**src/rtl/iowin_pkg.sv**
```systemverilog
// Package: shared widths, translation modes and the fixed window table.
// Assumes windows are listed in search priority order, index 0 first.
package iowin_pkg;

    localparam int unsigned PORT_W  = 16;
    localparam int unsigned ADDR_W  = 32;
    localparam int unsigned NUM_WIN = 9;

    localparam logic [ADDR_W-1:0] SAFE_ADDR   = 32'hFF00_0030;
    localparam logic [ADDR_W-1:0] SHARED_BASE = 32'hA780_0000;

    typedef enum logic {
        XL_REBASE = 1'b0,   // base + (port - first port)
        XL_SPREAD = 1'b1    // shared base + 2 * port
    } xl_mode_e;

    typedef struct packed {
        logic [PORT_W-1:0] lo;
        logic [PORT_W-1:0] hi;
        xl_mode_e          mode;
        logic [ADDR_W-1:0] base;
    } win_desc_t;

    // Window table, priority order (lowest index wins).
    function automatic win_desc_t win_at(input int idx);
        win_desc_t w;
        case (idx)
            0: w = '{lo: 16'h0300, hi: 16'h030F, mode: XL_REBASE, base: 32'hA750_0000};
            1: w = '{lo: 16'h03F0, hi: 16'h03F1, mode: XL_SPREAD, base: SHARED_BASE};
            2: w = '{lo: 16'h01F0, hi: 16'h01F7, mode: XL_SPREAD, base: SHARED_BASE};
            3: w = '{lo: 16'h03F6, hi: 16'h03F6, mode: XL_SPREAD, base: SHARED_BASE};
            4: w = '{lo: 16'h0170, hi: 16'h0177, mode: XL_SPREAD, base: SHARED_BASE};
            5: w = '{lo: 16'h0376, hi: 16'h0376, mode: XL_SPREAD, base: SHARED_BASE};
            6: w = '{lo: 16'h03F8, hi: 16'h0407, mode: XL_SPREAD, base: SHARED_BASE};
            7: w = '{lo: 16'h02F8, hi: 16'h0307, mode: XL_SPREAD, base: SHARED_BASE};
            8: w = '{lo: 16'h0290, hi: 16'h0293, mode: XL_REBASE, base: 32'hA770_0000};
            default: w = '{lo: 16'hFFFF, hi: 16'h0000, mode: XL_REBASE, base: SAFE_ADDR};
        endcase
        return w;
    endfunction

endpackage

```
**src/rtl/iowin_match.sv**
```systemverilog
// Module: one window comparator and its candidate address.
// Assumes LO <= HI; the candidate is meaningful only while hit is high.
module iowin_match
    import iowin_pkg::*;
#(
    parameter logic [PORT_W-1:0] LO   = '0,
    parameter logic [PORT_W-1:0] HI   = '0,
    parameter xl_mode_e          MODE = XL_REBASE,
    parameter logic [ADDR_W-1:0] BASE = '0
) (
    input  logic [PORT_W-1:0] port,
    output logic              hit,
    output logic [ADDR_W-1:0] addr
);

    localparam int unsigned PAD_REB = ADDR_W - PORT_W;
    localparam int unsigned PAD_SPR = ADDR_W - PORT_W - 1;

    logic [PORT_W-1:0] delta;

    // Range compare against the window bounds.
    always_comb begin
        hit = (port >= LO) && (port <= HI);
    end

    // Candidate address for the window's translation mode.
    generate
        if (MODE == XL_SPREAD) begin : g_spread
            assign delta = '0;
            always_comb begin
                addr = BASE + {{PAD_SPR{1'b0}}, port, 1'b0};
            end
        end else begin : g_rebase
            assign delta = port - LO;
            always_comb begin
                addr = BASE + {{PAD_REB{1'b0}}, delta};
            end
        end
    endgenerate

endmodule

```
**src/rtl/iowin_select.sv**
```systemverilog
// Module: instantiates every window comparator and picks the first hit.
// Assumes the package table is in priority order; no hit gives the safe address.
module iowin_select
    import iowin_pkg::*;
(
    input  logic [PORT_W-1:0] port,
    output logic [ADDR_W-1:0] addr,
    output logic              miss
);

    logic [NUM_WIN-1:0] hit_vec;
    logic [ADDR_W-1:0]  cand [NUM_WIN];

    generate
        for (genvar g = 0; g < NUM_WIN; g++) begin : g_win
            iowin_match #(
                .LO   (win_at(g).lo),
                .HI   (win_at(g).hi),
                .MODE (win_at(g).mode),
                .BASE (win_at(g).base)
            ) u_match (
                .port (port),
                .hit  (hit_vec[g]),
                .addr (cand[g])
            );
        end
    endgenerate

    // Priority pick: scan from the highest index down so index 0 wins last.
    always_comb begin
        addr = SAFE_ADDR;
        miss = 1'b1;
        for (int i = NUM_WIN - 1; i >= 0; i--) begin
            if (hit_vec[i]) begin
                addr = cand[i];
                miss = 1'b0;
            end
        end
    end

    // a miss is reported exactly when no comparator fires.
    always_comb begin
        assert (miss == (hit_vec == '0))
            else $error("p_miss_nohit_r6: miss flag disagrees with comparators");
    end

endmodule

```
**src/rtl/iowin_outreg.sv**
```systemverilog
// Module: output register stage with a one-cycle valid pipeline.
// Assumes synchronous active-low reset; results load only on a valid request.
module iowin_outreg
    import iowin_pkg::*;
(
    input  logic              clk,
    input  logic              rst_n,
    input  logic              d_valid,
    input  logic [ADDR_W-1:0] d_addr,
    input  logic              d_miss,
    output logic              q_valid,
    output logic [ADDR_W-1:0] q_addr,
    output logic              q_miss
);

    // Valid flag follows the request by one cycle.
    always_ff @(posedge clk) begin
        if (!rst_n) q_valid <= 1'b0;
        else        q_valid <= d_valid;
    end

    // Result registers load on a request and hold otherwise.
    always_ff @(posedge clk) begin
        if (!rst_n) begin
            q_addr <= '0;
            q_miss <= 1'b0;
        end else if (d_valid) begin
            q_addr <= d_addr;
            q_miss <= d_miss;
        end
    end

    p_valid_rise_r8: assert property (@(posedge clk) disable iff (!rst_n)
        d_valid |=> q_valid);
    p_valid_drop_r8: assert property (@(posedge clk) disable iff (!rst_n)
        !d_valid |=> !q_valid);
    p_hold_idle_r9: assert property (@(posedge clk) disable iff (!rst_n)
        !d_valid |=> ($stable(q_addr) && $stable(q_miss)));

endmodule

```
**src/rtl/iowin_xlate.sv**
```systemverilog
// Module: top of the I/O port window translator.
// Combinational window search followed by one register stage; one result per
// valid request, one cycle later. Assumes synchronous active-low reset.
module iowin_xlate
    import iowin_pkg::*;
(
    input  logic              clk,
    input  logic              rst_n,
    input  logic              in_valid,
    input  logic [15:0]       in_port,
    output logic              out_valid,
    output logic [31:0]       out_addr,
    output logic              out_miss
);

    logic [ADDR_W-1:0] xl_addr;
    logic              xl_miss;

    iowin_select u_select (
        .port (in_port),
        .addr (xl_addr),
        .miss (xl_miss)
    );

    iowin_outreg u_outreg (
        .clk     (clk),
        .rst_n   (rst_n),
        .d_valid (in_valid),
        .d_addr  (xl_addr),
        .d_miss  (xl_miss),
        .q_valid (out_valid),
        .q_addr  (out_addr),
        .q_miss  (out_miss)
    );

    p_miss_safe_r6: assert property (@(posedge clk) disable iff (!rst_n)
        (out_valid && out_miss) |-> (out_addr == SAFE_ADDR));
    p_hit_not_safe_r6: assert property (@(posedge clk) disable iff (!rst_n)
        (out_valid && !out_miss) |-> (out_addr != SAFE_ADDR));
    p_overlap_first_r7: assert property (@(posedge clk) disable iff (!rst_n)
        (in_valid && in_port >= 16'h0300 && in_port <= 16'h0307)
        |=> (!out_miss && out_addr == 32'hA750_0000 + {16'h0000, $past(in_port)} - 32'h0000_0300));

endmodule

```
**config.mk**
```make
export PLATFORM = sky130hd
export DESIGN_NAME = iowin_xlate
export DESIGN_NICKNAME = d
export VERILOG_FILES = /design/src/rtl/iowin_pkg.sv /design/src/rtl/iowin_match.sv /design/src/rtl/iowin_select.sv /design/src/rtl/iowin_outreg.sv /design/src/rtl/iowin_xlate.sv
export SDC_FILE = /design/constraint.sdc
export NUM_CORES = 1
export LEC_CHECK = 0
export ABC_AREA = 1
export BUFFER_PORTS_ARGS = -buffer_cell sky130_fd_sc_hd__buf_2
export CAP_MARGIN = 20
export CORE_MARGIN = 1.5
export CORE_UTILIZATION = 58
export CTS_CLUSTER_SIZE = 25
export DETAILED_ROUTE_END_ITERATION = 12
export GPL_TIMING_DRIVEN = 0
export PLACE_DENSITY = 0.8
export SETUP_SLACK_MARGIN = 0.15
export SYNTH_ARGS = -nofsm -noshare
export SYNTH_HDL_FRONTEND = slang
export SYNTH_HIERARCHICAL = 1
export SYNTH_SLANG_ARGS = --single-unit
```
**constraint.sdc**
```tcl
create_clock -name clk -period 1.85 [get_ports clk]
set_input_delay 0.2775 -clock clk [delete_from_list [all_inputs] [get_ports clk]]
set_output_delay 0.2775 -clock clk [all_outputs]
set_load 0.02 [all_outputs]
```
Word-level counts from Yosys, hierarchy flattened
Index checks and enable logic that the tools add are counted.

storage, ports and cells
  register bits after elaboration = 34

cells by class
  reductions and logical operators = 9
  order comparisons = 18
  $add $sub $neg = 5
  mux-type cells = 18

operators with widths
  operator                                                                                number
  32-bit two-way mux                                                                      9
  16-bit by 10-bit greater-or-equal comparator with 1-bit output (second input constant)  7
  16-bit by 10-bit <= comparator with 1-bit output (second input constant)                6
  32-bit by 16-bit adder with 32-bit output (first input constant)                        2
  32-bit by 17-bit adder with 32-bit output (first input constant)                        1
  16-bit by 9-bit greater-or-equal comparator with 1-bit output (second input constant)   2
  16-bit by 9-bit <= comparator with 1-bit output (second input constant)                 2
  16-bit by 10-bit subtractor with 16-bit output (second input constant)                  2
  16-bit by 11-bit <= comparator with 1-bit output (second input constant)                1
  1-bit logical AND                                                                       9
  1-bit two-way mux                                                                       9

Depth between registers and ports, before layout
  word-level depth = 11
  gate-level depth with buffers = 21
  depth with buffers taken out = 19

Hierarchy
Netlist, hierarchy kept.

modules (own cells, without submodules)
  module                                    area each (um^2)  seq. area each (um^2)  instances  cells an instance
  iowin_select                              2618.8            0.0                    1          573
  iowin_outreg                              1372.6            680.7                  1          212
  iowin_match at u_select.g_win[8].u_match  510.5             0.0                    1          89
  iowin_match at u_select.g_win[0].u_match  380.4             0.0                    1          62
  iowin_match at u_select.g_win[5].u_match  337.8             0.0                    1          58
  iowin_match at u_select.g_win[3].u_match  334.1             0.0                    1          57
  iowin_match at u_select.g_win[1].u_match  330.3             0.0                    1          56
  iowin_match at u_select.g_win[7].u_match  329.1             0.0                    1          54
  iowin_match at u_select.g_win[6].u_match  327.8             0.0                    1          53
  iowin_match at u_select.g_win[4].u_match  305.3             0.0                    1          49
  iowin_match at u_select.g_win[2].u_match  301.5             0.0                    1          48

Worst setup path before layout
No wires, ideal clock.

  path type = in2reg
  start = in in_port[5]
  end = reg u_outreg.q_addr[21]
  setup time = 0.064 ns
  setup slack = -0.038 ns
  arrival = 1.825 ns
  cell stages on the path = 19
  path buffers = 1
  data required time = 1.786 ns
  cells stage by stage = inv_1 -> ha_1 -> nand3_1 -> a21oi_1 -> nand2_1 -> nor2_2 -> inv_2 -> nor2_4 -> buf_6 -> nand2_1 -> nand2_1 -> o21ai_0 -> o21ai_0 -> nand2_1 -> nand2_1 -> inv_1 -> nand2_1 -> nand2_1 -> nor2_1

on the way
  longest elaborated chain between the ends = 11
  elaborated cells on any way between the ends = 41

ends and longest elaborated chain
  item                                                                                                                                line                RTL
  start: declaration                                                                                                                  iowin_xlate.sv:10   input logic [15:0] in_port,
  16-bit by 10-bit greater-or-equal comparator with 1-bit output or 16-bit by 10-bit <= comparator with 1-bit output (tied branches)  iowin_match.sv:23   hit = (port >= LO) && (port <= HI);
  1-bit logical AND (*)                                                                                                               iowin_match.sv:23
  named net u_select.hit_vec[8]                                                                                                       iowin_select.sv:11  logic [NUM_WIN-1:0] hit_vec;
  32-bit two-way mux (*) (9 in series)                                                                                                iowin_select.sv:34  if (hit_vec[i]) begin
  named net xl_addr[21]                                                                                                               iowin_xlate.sv:16   logic [ADDR_W-1:0] xl_addr;
  end signal: assignment                                                                                                              iowin_outreg.sv:28  q_addr <= d_addr;
  end: declaration                                                                                                                    iowin_outreg.sv:12  output logic [ADDR_W-1:0] q_addr,

The timed path passes the listed nets; every way through them passes the cells marked *.
A chain may end at the register's enable or synchronous reset.

Final worst setup path
  start = in in_port[5]
  end = reg u_outreg.q_addr[3]

Same word-level chain as after synthesis.

==> impl_metrics.toml <==
[setup_path]
worstSetupEndpointType = "flip-flop"
crit_type = "input port to flip-flop"
path_cells = "buf_16, inv_12, ha_4, nand3_2, a21oi_2, nand2_1, nor2_4, inv_2, nor2_4, buf_6, nand2_2, nand2_1, o21ai_1, o21ai_1, nand2_1, nand2_2, inv_2, nand2_1, nand2_1, nor2_1"
cp.required_ns = 2.07
cpLargestDelayFamily = "simple AND/OR/NAND/NOR gates"
slowest_delay_ns = 0.20
crit_arrival_ns = 2.21
setup.worst_path.start_class = "input port"
cp_slowest_cell = "o21ai_1"
cp_common_cell = "nand2_1"
path_buf_inv = 5
worstPathMaxFanout = 6

[sta]
fin_worst_skew_ns = 0
layout_setup_ws_ns = -0.1396
min_period_ns = 1.990
finalCritPeriodShare = 1.075
setup-tns-final_ns = -0.9213
rsz0062_at_grt = "yes"
hold_violations = 0
finalSetupViolCount = 19
max_clock_freq_mhz = 502.6
slew_violations = 0

[layout]
diodes = 0
fill_cells = 831
final_area_um2 = 9932
multi_input_area_um2 = 4652
final_cells = 1705
area_growth_syn_to_layout_pct = 38.95
seqCellArea_um2 = 680.7
final_util = 0.8269
drive_gt1_frac = 0.3819
final_nets = 1579

[logic_synthesis]
synth_adder_area_share = 0.005251
syn_area_um2 = 7148
yosysWarnings = 6
async_flop_share = 0
yosys_most_used_dff = "dfxtp_1"
muxShareOfSynthArea = 0
ys_ff_latch = 34
synthXorXnorAreaFrac = 0.01103
yosysTopAreaCell = "buf_4"
synthSimpleGateAreaFrac = 0.3779
synth.top_cell.area_share = 0.2878
synth_top_family_by_area = "buffers and inverters"
synth.distinct_cells = 35
syn-instance-count = 1311
synth_compound_area_frac = 0.1166
syn_avg_cell_area_um2 = 5.452
synthTopCellsByArea = "buf_4, nand2_1, nor2_1"
synth_edf_count = 0
ys_seq_area_frac = 0.09522

[drt]
highest_layer = "met4"
routed-wl-met2_mm = 11.56
drt_wl_total_mm = 23.14
drt_pass1_iterations = 6
drt_iter0_drc = 696
viasPerCell = 4.913
wl_met3_mm = 1.488
route.vias.total = 8376
drc = 0
routedWlPerCell_um = 13.57
ant_nets = 0
wirelength_met1_mm = 9.386

[global_routing]
grt_max_degree = 25
track_usage = 0.3129
antenna_found_initial = 0
grt_overflow_total = 0
grt_pass1_wl_mm = 32.78
grt_pass1_vias = 7118

[clocking]
clockRootBuffer = "clkbuf_16"
cts_num_sinks = 34
clk_pin_slew_ns = 0.05
worst_skew_pair.late_latency_ns = 0.28
htreeDepth = 2
clockBufferDepth = 2
cts_tree = "done"
cts_buffers = 5

[die]
core-area_um2 = 12010
die-area_um2 = 13000
die_h_um = 114.0
die_w_um = 114.0
io_pins = 53
start_util = 0.5951
rows = 40

[worst_hold_path]
min_path_type = "input port to flip-flop"

[outcome]
status = "finished, violations left"
violations = "negative setup slack"

[placed_design]
dp_slack_ns = -0.8909
io_buffer_count = 50
gp_congestion = 0.8376
dp_hpwl_mm = 13.37
place_area_um2 = 8112
dp_cells = 1634

[power_and_ir_drop]
p_leak_nw = 5.689
ir_worst_vdd_mv = 0.5948
power.density_nw_per_um2 = 280.7

[job]
drv_cap = 0
==> area by class of cell <==
type,count,area share
plain buffers,327,0.2565
clock buffers,7,0.01436
clock inverters,1,0.0005039
inverters,111,0.04598
multi-input cells,965,0.4684
flip-flops and latches,34,0.06853
well taps,147,0.01852
repair buffers,113,0.1272
==> final timing paths <==
check	start	to	slack (ns)	cells after the start
max reg2reg	u_outreg/q_addr[6]	u_outreg/q_addr[6]	1.27	2
min reg2reg	u_outreg/q_addr[25]	u_outreg/q_addr[25]	0.46	2
min	rst_n	u_outreg/q_addr[0]	0.29	3
max	in_port[5]	u_outreg/q_addr[3]	-0.14	20
==> layout by cell type (no fill, tap or decap), drive strengths merged, types with 22 or more instances in the layout <==
master / count
a21oi: 46
inv: 110
dfxtp: 34
o21ai: 40
a22oi: 22
clkbuf: 27
nand2: 338
a31oi: 22
buf: 416
nor2: 239
conb: 144
nand3: 61
nor3: 25
==> metal layers <==
layer,GRT usage,vias up
li1,-,4148
met1,0.3881,3830
met2,0.5639,336
met3,0.04304,62
met4,0.08833,0
met5,0,-
==> Yosys cell counts (14+ instances only) <==
| cell | n |
|---|---|
| a21oi_1 | 39 |
| a22oi_1 | 22 |
| a31oi_1 | 22 |
| buf_2 | 31 |
| buf_4 | 274 |
| clkbuf_1 | 17 |
| conb_1 | 18 |
| dfxtp_1 | 34 |
| inv_1 | 104 |
| nand2_1 | 332 |
| nand3_1 | 60 |
| nor2_1 | 230 |
| nor3_1 | 24 |
| o21ai_0 | 25 |
| o21ai_1 | 14 |
==> worst register-to-register path, cell delays in order, from the launching register on <==
cell and delay [ns]:
dfxtp_1 0.30, nor2_1 0.11, nor2_1 0.07
==> stage by stage <==
stage               power (mW)  hold WS (ns)
finish                   2.788        0.2903
detailed placement       1.768        0.4503
global route             2.939        0.2933
CTS                      2.685        0.2781
floorplan                1.543        0.5392
global placement         1.754        0.4485
==> timing repair <==
item,4_1_cts,5_1_grt
gates resized for setup,143,164
hold endpoints to repair,0,0
buffers inserted,17,29
hold buffers,0,0
pin swaps,16,45
cloned,8,9
setup endpoints to repair,33,33
==> where the power goes <==
part | switching, mW | total [mW] | internal [mW]
registers | 0.0192 | 0.795 | 0.776
clock network | 0.290 | 0.822 | 0.532
logic | 0.541 | 1.17 | 0.630
==> flip-flops by register name (all words and copies together), names as in the netlist <==
signal	flops
u_outreg/q_valid	1
u_outreg/q_addr	32
u_outreg/q_miss	1
==> kinds of logic after synthesis <==
| family | Yosys count |
|---|---|
| adder cells (fa/ha/maj) | 3 |
| other | 18 |
| AND/OR/NAND/NOR | 669 |
| AO/OA/AOI/OAI | 140 |
| flip-flops | 34 |
| XOR/XNOR | 9 |
| buffers and inverters | 438 |
Power figures use the tool's default switching activity.
